$ cat src/rtl/evt_irq_pkg.sv
package evt_irq_pkg;
  localparam int unsigned SRC_W   = 15;
  localparam int unsigned NUM_HS  = 6;
  localparam int unsigned BIT_STEP  = NUM_HS;
  localparam int unsigned BIT_COUNT = NUM_HS + 1;
  localparam int unsigned BIT_RDBK  = NUM_HS + 2;
  localparam int unsigned BIT_OVC   = NUM_HS + 3;
  localparam int unsigned BIT_DMA   = NUM_HS + 4;
  localparam int unsigned USED_W    = NUM_HS + 5;
  localparam int unsigned ST_LSB    = 16;
  localparam int unsigned WE_BIT    = 31;
  localparam logic [SRC_W-1:0] USED_MASK = SRC_W'((1 << USED_W) - 1);
endpackage

$ cat src/rtl/hs_fall_detect.sv
module hs_fall_detect #(
  parameter int unsigned N      = 6,
  parameter int unsigned STAGES = 2
) (
  input  logic         clk_i,
  input  logic         rst_ni,
  input  logic [N-1:0] line_i,
  output logic [N-1:0] fall_o
);
  localparam int unsigned LAST = STAGES - 1;

  for (genvar i = 0; i < N; i++) begin : g_line
    logic [STAGES-1:0] sync_q;
    logic              prev_q;

    always_ff @(posedge clk_i or negedge rst_ni) begin
      if (!rst_ni) begin
        sync_q <= '0;
        prev_q <= 1'b0;
      end else begin
        sync_q <= {sync_q[STAGES-2:0], line_i[i]};
        prev_q <= sync_q[LAST];
      end
    end

    assign fall_o[i] = prev_q & ~sync_q[LAST];
  end
endmodule

$ cat src/rtl/irq_mask_reg.sv
module irq_mask_reg
  import evt_irq_pkg::*;
(
  input  logic             clk_i,
  input  logic             rst_ni,
  input  logic             wr_en_i,
  input  logic             wr_we_i,
  input  logic [SRC_W-1:0] wr_mask_i,
  input  logic [SRC_W-1:0] src_evt_i,
  output logic [SRC_W-1:0] enable_o,
  output logic [SRC_W-1:0] status_o,
  output logic             irq_o
);
  logic [SRC_W-1:0] enable_q, status_q, status_d, hits;
  logic             ack;

  assign ack  = wr_en_i & ~wr_we_i;
  assign hits = src_evt_i & enable_q;

  // events in the acknowledge cycle survive the clear
  always_comb begin
    status_d = ack ? '0 : status_q;
    status_d = status_d | hits;
  end

  always_ff @(posedge clk_i or negedge rst_ni) begin
    if (!rst_ni) begin
      enable_q <= '0;
      status_q <= '0;
      irq_o    <= 1'b0;
    end else begin
      if (wr_en_i && wr_we_i) enable_q <= wr_mask_i & USED_MASK;
      status_q <= status_d;
      irq_o    <= |status_d;
    end
  end

  assign enable_o = enable_q;
  assign status_o = status_q;
endmodule

$ cat src/rtl/evt_irq_ctrl.sv
module evt_irq_ctrl
  import evt_irq_pkg::*;
#(
  parameter int unsigned SYNC_STAGES = 2
) (
  input  logic              clk_i,
  input  logic              rst_ni,
  input  logic              wr_en_i,
  input  logic [31:0]       wr_data_i,
  output logic [31:0]       rd_data_o,
  input  logic [NUM_HS-1:0] hs_line_i,
  input  logic [NUM_HS-1:0] hs_intr_mode_i,
  input  logic [NUM_HS-1:0] hs_oe_i,
  input  logic              step_done_i,
  input  logic              count_done_i,
  input  logic              rdbk_done_i,
  input  logic              over_curr_i,
  input  logic              dma_done_i,
  output logic              irq_o
);
  logic [NUM_HS-1:0] hs_fall;
  logic [SRC_W-1:0]  src_evt, enable, status;
  logic              unused_wr_bits;

  assign unused_wr_bits = ^wr_data_i[WE_BIT-1:SRC_W];

  hs_fall_detect #(.N(NUM_HS), .STAGES(SYNC_STAGES)) u_hs (
    .clk_i  (clk_i),
    .rst_ni (rst_ni),
    .line_i (hs_line_i),
    .fall_o (hs_fall)
  );

  always_comb begin
    src_evt                = '0;
    src_evt[NUM_HS-1:0]    = hs_fall & hs_intr_mode_i & ~hs_oe_i;
    src_evt[BIT_STEP]      = step_done_i;
    src_evt[BIT_COUNT]     = count_done_i;
    src_evt[BIT_RDBK]      = rdbk_done_i;
    src_evt[BIT_OVC]       = over_curr_i;
    src_evt[BIT_DMA]       = dma_done_i;
  end

  irq_mask_reg u_reg (
    .clk_i     (clk_i),
    .rst_ni    (rst_ni),
    .wr_en_i   (wr_en_i),
    .wr_we_i   (wr_data_i[WE_BIT]),
    .wr_mask_i (wr_data_i[SRC_W-1:0]),
    .src_evt_i (src_evt),
    .enable_o  (enable),
    .status_o  (status),
    .irq_o     (irq_o)
  );

  assign rd_data_o = {1'b0, status, 1'b0, enable};
endmodule

$ cat config.mk
export PLATFORM = sky130hd
export DESIGN_NAME = evt_irq_ctrl
export DESIGN_NICKNAME = d
export VERILOG_FILES = /design/src/rtl/evt_irq_pkg.sv /design/src/rtl/hs_fall_detect.sv /design/src/rtl/irq_mask_reg.sv /design/src/rtl/evt_irq_ctrl.sv
export SDC_FILE = /design/constraint.sdc
export NUM_CORES = 1
export LEC_CHECK = 0
export BUFFER_PORTS_ARGS = -buffer_cell sky130_fd_sc_hd__clkbuf_2
export CAP_MARGIN = 30
export CORE_MARGIN = 1
export CORE_UTILIZATION = 30
export DETAILED_ROUTE_END_ITERATION = 7
export PLACE_DENSITY = 0.67
export SYNTH_ARGS = -nofsm -noshare
export SYNTH_HDL_FRONTEND = slang
export SYNTH_HIERARCHICAL = 1
export SYNTH_SLANG_ARGS = --single-unit
$ cat constraint.sdc
create_clock -name clk_i -period 3 [get_ports clk_i]
set_input_delay 0.6 -clock clk_i [delete_from_list [all_inputs] [get_ports clk_i]]
set_output_delay 0.6 -clock clk_i [all_outputs]
set_load 0.005 [all_outputs]
== Yosys cells after proc, flatten, opt, wreduce, memory -nomap -nowiden ==
Index checks and enable logic that the tools add are counted.
Storage, ports and cells
  register bits: 45
  bits in latches: 0
  bits in writable memories: 0
  bits in read-only memories: 0
  input port bits: 58
  output and inout bits: 33
  memories: 0
Cells by class
  add/subtract/negate cells: 0
  multiply operators: 0
  divide/modulo/power cells: 0
  magnitude comparators: 0
  equal/unequal tests: 0
  shifts and indexed selects: 0
  muxes and demuxes: 1
  bitwise logic cells: 19
  reductions and logical operators: 2
Operator list (number)
  $mux W15: 1
  $or A15 B15 Y15: 1
  $reduce_or A15 Y1: 1
  $and A6 B6 Y6: 2
  $and A11 B11 Y11: 1
  $and A1 B1 Y1: 7
  $not A1 Y1: 7
  $not A6 Y6: 1
  $logic_and A1 B1 Y1: 1

== Longest topological paths before layout ==
  depth in word-level cells: 7
  mapped depth: 6

== Modules after synthesis ==
Netlist, hierarchy kept.
By module, submodules not included
  irq_mask_reg: times used 1, cells each 77, area an instance 1074.8 µm²
  hs_fall_detect: times used 1, cells each 24, area an instance 533.0 µm²
  evt_irq_ctrl: times used 1, cells each 9, area an instance 71.3 µm²

== Least setup slack after synthesis ==
Ideal clock, no wire load.
  kind: input-to-reg
  from: in hs_intr_mode_i[5]
  to: reg u_reg.irq_o
  library setup time: 124 ps
  data arrival time: 1248 ps
  path slack: 1628 ps
  stages on the path: 4
  path buffers: 0
  cell sequence: and3b_1 -> a22o_1 -> nor4_2 -> nand2_1
On the way
  longest elaborated chain between the ends: 5
Ends and longest elaborated chain
  start, declared: line evt_irq_ctrl.sv:12  | input logic [NUM_HS-1:0] hs_intr_mode_i,
  $and A6 B6 Y6 (2 in series): line evt_irq_ctrl.sv:36  | src_evt[NUM_HS-1:0] = hs_fall & hs_intr_mode_i & ~hs_oe_i;
  $and A11 B11 Y11: line irq_mask_reg.sv:18  | assign hits = src_evt_i & enable_q;
  $or A15 B15 Y15: line irq_mask_reg.sv:23  | status_d = status_d | hits;
  via u_reg.status_d[5]: line irq_mask_reg.sv:14  | logic [SRC_W-1:0] enable_q, status_q, status_d, hits;
  $reduce_or A15 Y1: line irq_mask_reg.sv:34  | irq_o <= |status_d;
  end signal, assigned: line irq_mask_reg.sv:34
  end, declared: line irq_mask_reg.sv:12  | output logic irq_o
The timed path passes the listed nets, and every way through them passes these cells.
A chain may end at the register's enable or synchronous reset.

== Worst setup path after layout ==
  from: reg u_reg.enable_q[0], in the netlist u_reg/enable_o[0]
  to: out rd_data_o[0]
RTL lines
  start, declared: line irq_mask_reg.sv:14
  start signal, assigned: line irq_mask_reg.sv:32  | if (wr_en_i && wr_we_i) enable_q <= wr_mask_i & USED_MASK;
  end, declared: line evt_irq_ctrl.sv:10  | output logic [31:0] rd_data_o,
No word-level cell between the ends.

==> results <==
- The first global-routing pass estimated 5330 um of wire.
- The area growth from synthesis to layout is 31.3%.
- The horizontal die dimension is 76.8 um.
- The peak supply drop is between 0.3 and 0.4 mV.
- The worst-margin pin slew is about 540 ps.
- Global routing consumed, over all layers together, 11.9% of the routing resources.
- The synthesized netlist cell count is 110.
- The flow ran to the end, and the final reports show no timing, DRC or antenna violations.
- Dividing the detail-routed via count by the number of cells gives ~4.4.
- After detailed routing, the total wire length is 3230 um.
- The number of resized instances in the post-cts repair step is 0.
- The required time of the critical path is ~2400 ps.
- The total negative slack is 0 ps.
- The minimum hold slack is 262 ps.
- The mapped cell area is around 1700 um2.
- The yosys synthesis warning count is 6.
- The flip-flop and latch count after synthesis is 45.
- The H-tree was split into 2 levels.
- The clock buffer count from CTS is 5.
- For this run the aggregate overflow at the end of global routing stands at 0.
- Derived from the worst setup path, the maximum achievable clock frequency is 685 MHz.
- The data arrival time at the worst-slack endpoint is 860 ps.
- The HPWL after detailed placement is about 2500 um.
- The leakage power total is ~1.1 nW.
- Counting distinct cell types in the post-synthesis netlist gives 18.
- The number of buffers and inverters on the critical path is 1.
- The clock passes through at most 2 buffers.
- The number of endpoints with negative hold slack in the final report is 0.
- The clock tree root driver cell is sky130_fd_sc_hd__clkbuf_8.
- Once placement completed, the tool counted placed cells totaling 241.
- Among all stages on the critical path, the largest delay is contributed by sky130_fd_sc_hd__dfrtp_1.
- The total iterations of the first detailed-routing run is 2.
- After clock tree synthesis, the clock-pin slew on the worst setup and hold paths is about 90 ps.
- The number of core rows is 26.
- In the final routed layout, each cell accounts on average for ~13 um.
- The post-route standard cell area excluding fillers is 2200 um2.
- The instance area at placement is 2070 um2.
- The total chip power is 1.41 mW.
- The via count of the first global-routing pass was 1078.
- In this run, the number of DRC markers left after iteration 0 of detailed routing was 25.
- The number of antenna diodes is 0.
- The worst-case clock skew is 10.7 ps.
- Setup violations remaining at the end of the flow were counted as 0.
- The total power density per cell area is 642 nW/um2.
- The signal on the critical path passes through clkbuf_2.
- Once the clock tree was built, the setup fixing pass inserted 0 buffers.
- Setup slack on the worst reg-to-reg path comes out at 1700 ps.
- The relative max-transition margin is 63.8%.
- The number of top-level pins is between 90 and 100.
- The worst-skew pair later-pin latency is about 300 ps.
- The number of sinks driven by the clock tree is 45.
- The average cell area after synthesis is ~15 um2.
- The highest fanout seen on the critical path is 4.
- The detail route stage leaves a number of antenna-violating nets equal to 0.
- The worst hold path belongs to the class input port to asynchronous set/reset pin.
- In the final design database the tool counted 236 nets.
- The total of buffers placed on input and output ports is between 60 and 70.
- The number of antenna violations at the first check in global routing came to 0.
- Buffers inserted to repair hold after CTS numbered 0.
- The number of max-cap violations is 0.
- The setup slack of the critical path after layout is 1540 ps.
- The ratio of cells with drive above 1 in the final layout is between 50 and 60%.
- Setup repair after global routing left no endpoint under its margin.
- The region available for standard cell placement spans 5240 um2.
- Entering global routing, the biggest net connects 26 pins.
- The final route contains 1094 vias.
- The initial core utilization is 32.1%.
- The shortest clock period the worst path allows after layout is 1460 ps.
- The type of the setup path with the least slack is register to primary output.
- The final clock period utilization by the worst path is between 40 and 50%.
- Measured on the finished design, the core utilization comes to ~42%.
- STA classifies the critical path endpoint as a primary output.
- The total DRC errors in the routed layout is 0.
- The height of the chip is 76.8 um.
- At the end of routability-driven placement, the weighted congestion stood at approximately 0.70.
- The post-layout instance count excluding filler cells is 249.
- TritonCTS built the clock tree.
- The share of the yosys chip area belonging to registers is approximately 67%.
- The kind of cell with the highest combined delay along the critical path is flip-flops.
- The number of pins with negative max-slew slack in the final report is 0.
- The placement-stage worst setup slack is around 1300 ps.
- The element type at the critical path start is a register.
- For this run, the slowest stage of the critical path takes ~430 ps.
- The die area is about 5900 um2.
[final cells by class]
type / instances / area, um2
timing repair buffer: 65 / 340
sequential: 45 / 1130
fill: 500 / 3030
tap: 70 / 87.6
multi-input combinational: 61 / 513
clock inverter: 3 / 68.8
clock buffer: 5 / 68.8
[cell usage in the layout, fill, tap and decap left out]
master,netlist,layout
sky130_fd_sc_hd__buf_12,0,1
sky130_fd_sc_hd__dfrtp_1,45,45
sky130_fd_sc_hd__nor2b_1,1,1
sky130_fd_sc_hd__a22oi_1,4,4
sky130_fd_sc_hd__clkbuf_2,0,64
sky130_fd_sc_hd__nor2_1,1,1
sky130_fd_sc_hd__and2_1,4,4
sky130_fd_sc_hd__nand2b_4,1,1
sky130_fd_sc_hd__nand2_1,4,4
sky130_fd_sc_hd__and3b_1,6,6
sky130_fd_sc_hd__nor2b_4,6,6
sky130_fd_sc_hd__nor4_2,1,1
sky130_fd_sc_hd__bufinv_16,0,2
sky130_fd_sc_hd__a21oi_1,1,1
sky130_fd_sc_hd__a22o_1,11,11
sky130_fd_sc_hd__nor4_1,3,3
sky130_fd_sc_hd__inv_6,0,1
sky130_fd_sc_hd__mux2_2,11,11
sky130_fd_sc_hd__conb_1,2,6
sky130_fd_sc_hd__clkbuf_8,0,5
sky130_fd_sc_hd__nor3_1,1,1
[worst register-to-register path, stage by stage, from the launching register on]
cell                      delay (ps)
sky130_fd_sc_hd__dfrtp_1         370
sky130_fd_sc_hd__nor2b_4         110
sky130_fd_sc_hd__and3b_1         180
sky130_fd_sc_hd__a22oi_1         220
sky130_fd_sc_hd__nand2_1          70
sky130_fd_sc_hd__nor3_1          170
sky130_fd_sc_hd__nand2_1          70
[metal layers]
| metal | wire length (um) | track usage [%] | vias up | share of wire [%] |
|---|---|---|---|---|
| li1 | - | - | 513 | - |
| met1 | 1510 | 16.1 | 527 | 47 |
| met2 | 1420 | 17.1 | 52 | 44 |
| met3 | 273 | 4.64 | 2 | 8.5 |
| met4 | 17 | 4.62 | 0 | 0.53 |
| met5 | 0 | 0 | - | 0 |
[cells in the mapped netlist]
| cell | n | area [um2] |
|---|---|---|
| sky130_fd_sc_hd__and2_1 | 4 | 25.0 |
| sky130_fd_sc_hd__nand2_1 | 4 | 15.0 |
| sky130_fd_sc_hd__and3b_1 | 6 | 52.6 |
| sky130_fd_sc_hd__nor3_1 | 1 | 5.00 |
| sky130_fd_sc_hd__a22o_1 | 11 | 96.3 |
| sky130_fd_sc_hd__a21oi_1 | 1 | 5.00 |
| sky130_fd_sc_hd__buf_2 | 2 | 10.0 |
| sky130_fd_sc_hd__nor4_2 | 1 | 12.5 |
| sky130_fd_sc_hd__a22oi_1 | 4 | 30.0 |
| sky130_fd_sc_hd__mux2_2 | 11 | 124 |
| sky130_fd_sc_hd__dfrtp_1 | 45 | 1130 |
| sky130_fd_sc_hd__nand2b_4 | 1 | 13.8 |
| sky130_fd_sc_hd__nor2b_4 | 6 | 82.6 |
| sky130_fd_sc_hd__buf_4 | 6 | 45.0 |
| sky130_fd_sc_hd__nor2_1 | 1 | 3.75 |
| sky130_fd_sc_hd__nor2b_1 | 1 | 6.26 |
| sky130_fd_sc_hd__nor4_1 | 3 | 18.8 |
| sky130_fd_sc_hd__conb_1 | 2 | 7.51 |
[final timing paths]
path,from,endpoint,cells after the start
setup reg to reg,u_hs/g_line[0].prev_q,u_reg/irq_o,6
max in group asynchronous,rst_ni,u_reg/status_o[10],2
hold / removal,rst_ni,u_hs/g_line[5].sync_q[0],1
setup / recovery,u_reg/enable_o[0],rd_data_o[0],1
min in group clk_i,u_hs/g_line[4].sync_q[0],u_hs/g_line[4].sync_q[1],0
hold reg to reg,u_hs/g_line[4].sync_q[0],u_hs/g_line[4].sync_q[1],0
[flip-flops by register name, summed over array words and instances (netlist names)]
register	flops
u_hs/g_line.sync_q	12
u_reg/enable_o	11
u_hs/g_line.prev_q	6
u_reg/status_o	15
u_reg/irq_o	1
[cell families after synthesis]
family | Yosys count | share of synthesized area (%)
simple gates | 28 | 14.0
flops | 45 | 67.1
other cells | 2 | 0.447
compound gates | 16 | 7.82
buf+inv | 8 | 3.28
mux | 11 | 7.38
[power breakdown]
part	switching, mW	internal [mW]
clock	0.208	0.335
sequential	0.0431	0.660
combinational	0.0702	0.0975
total	0.322	1.09
No activity file was read; power rests on OpenSTA's default activity.
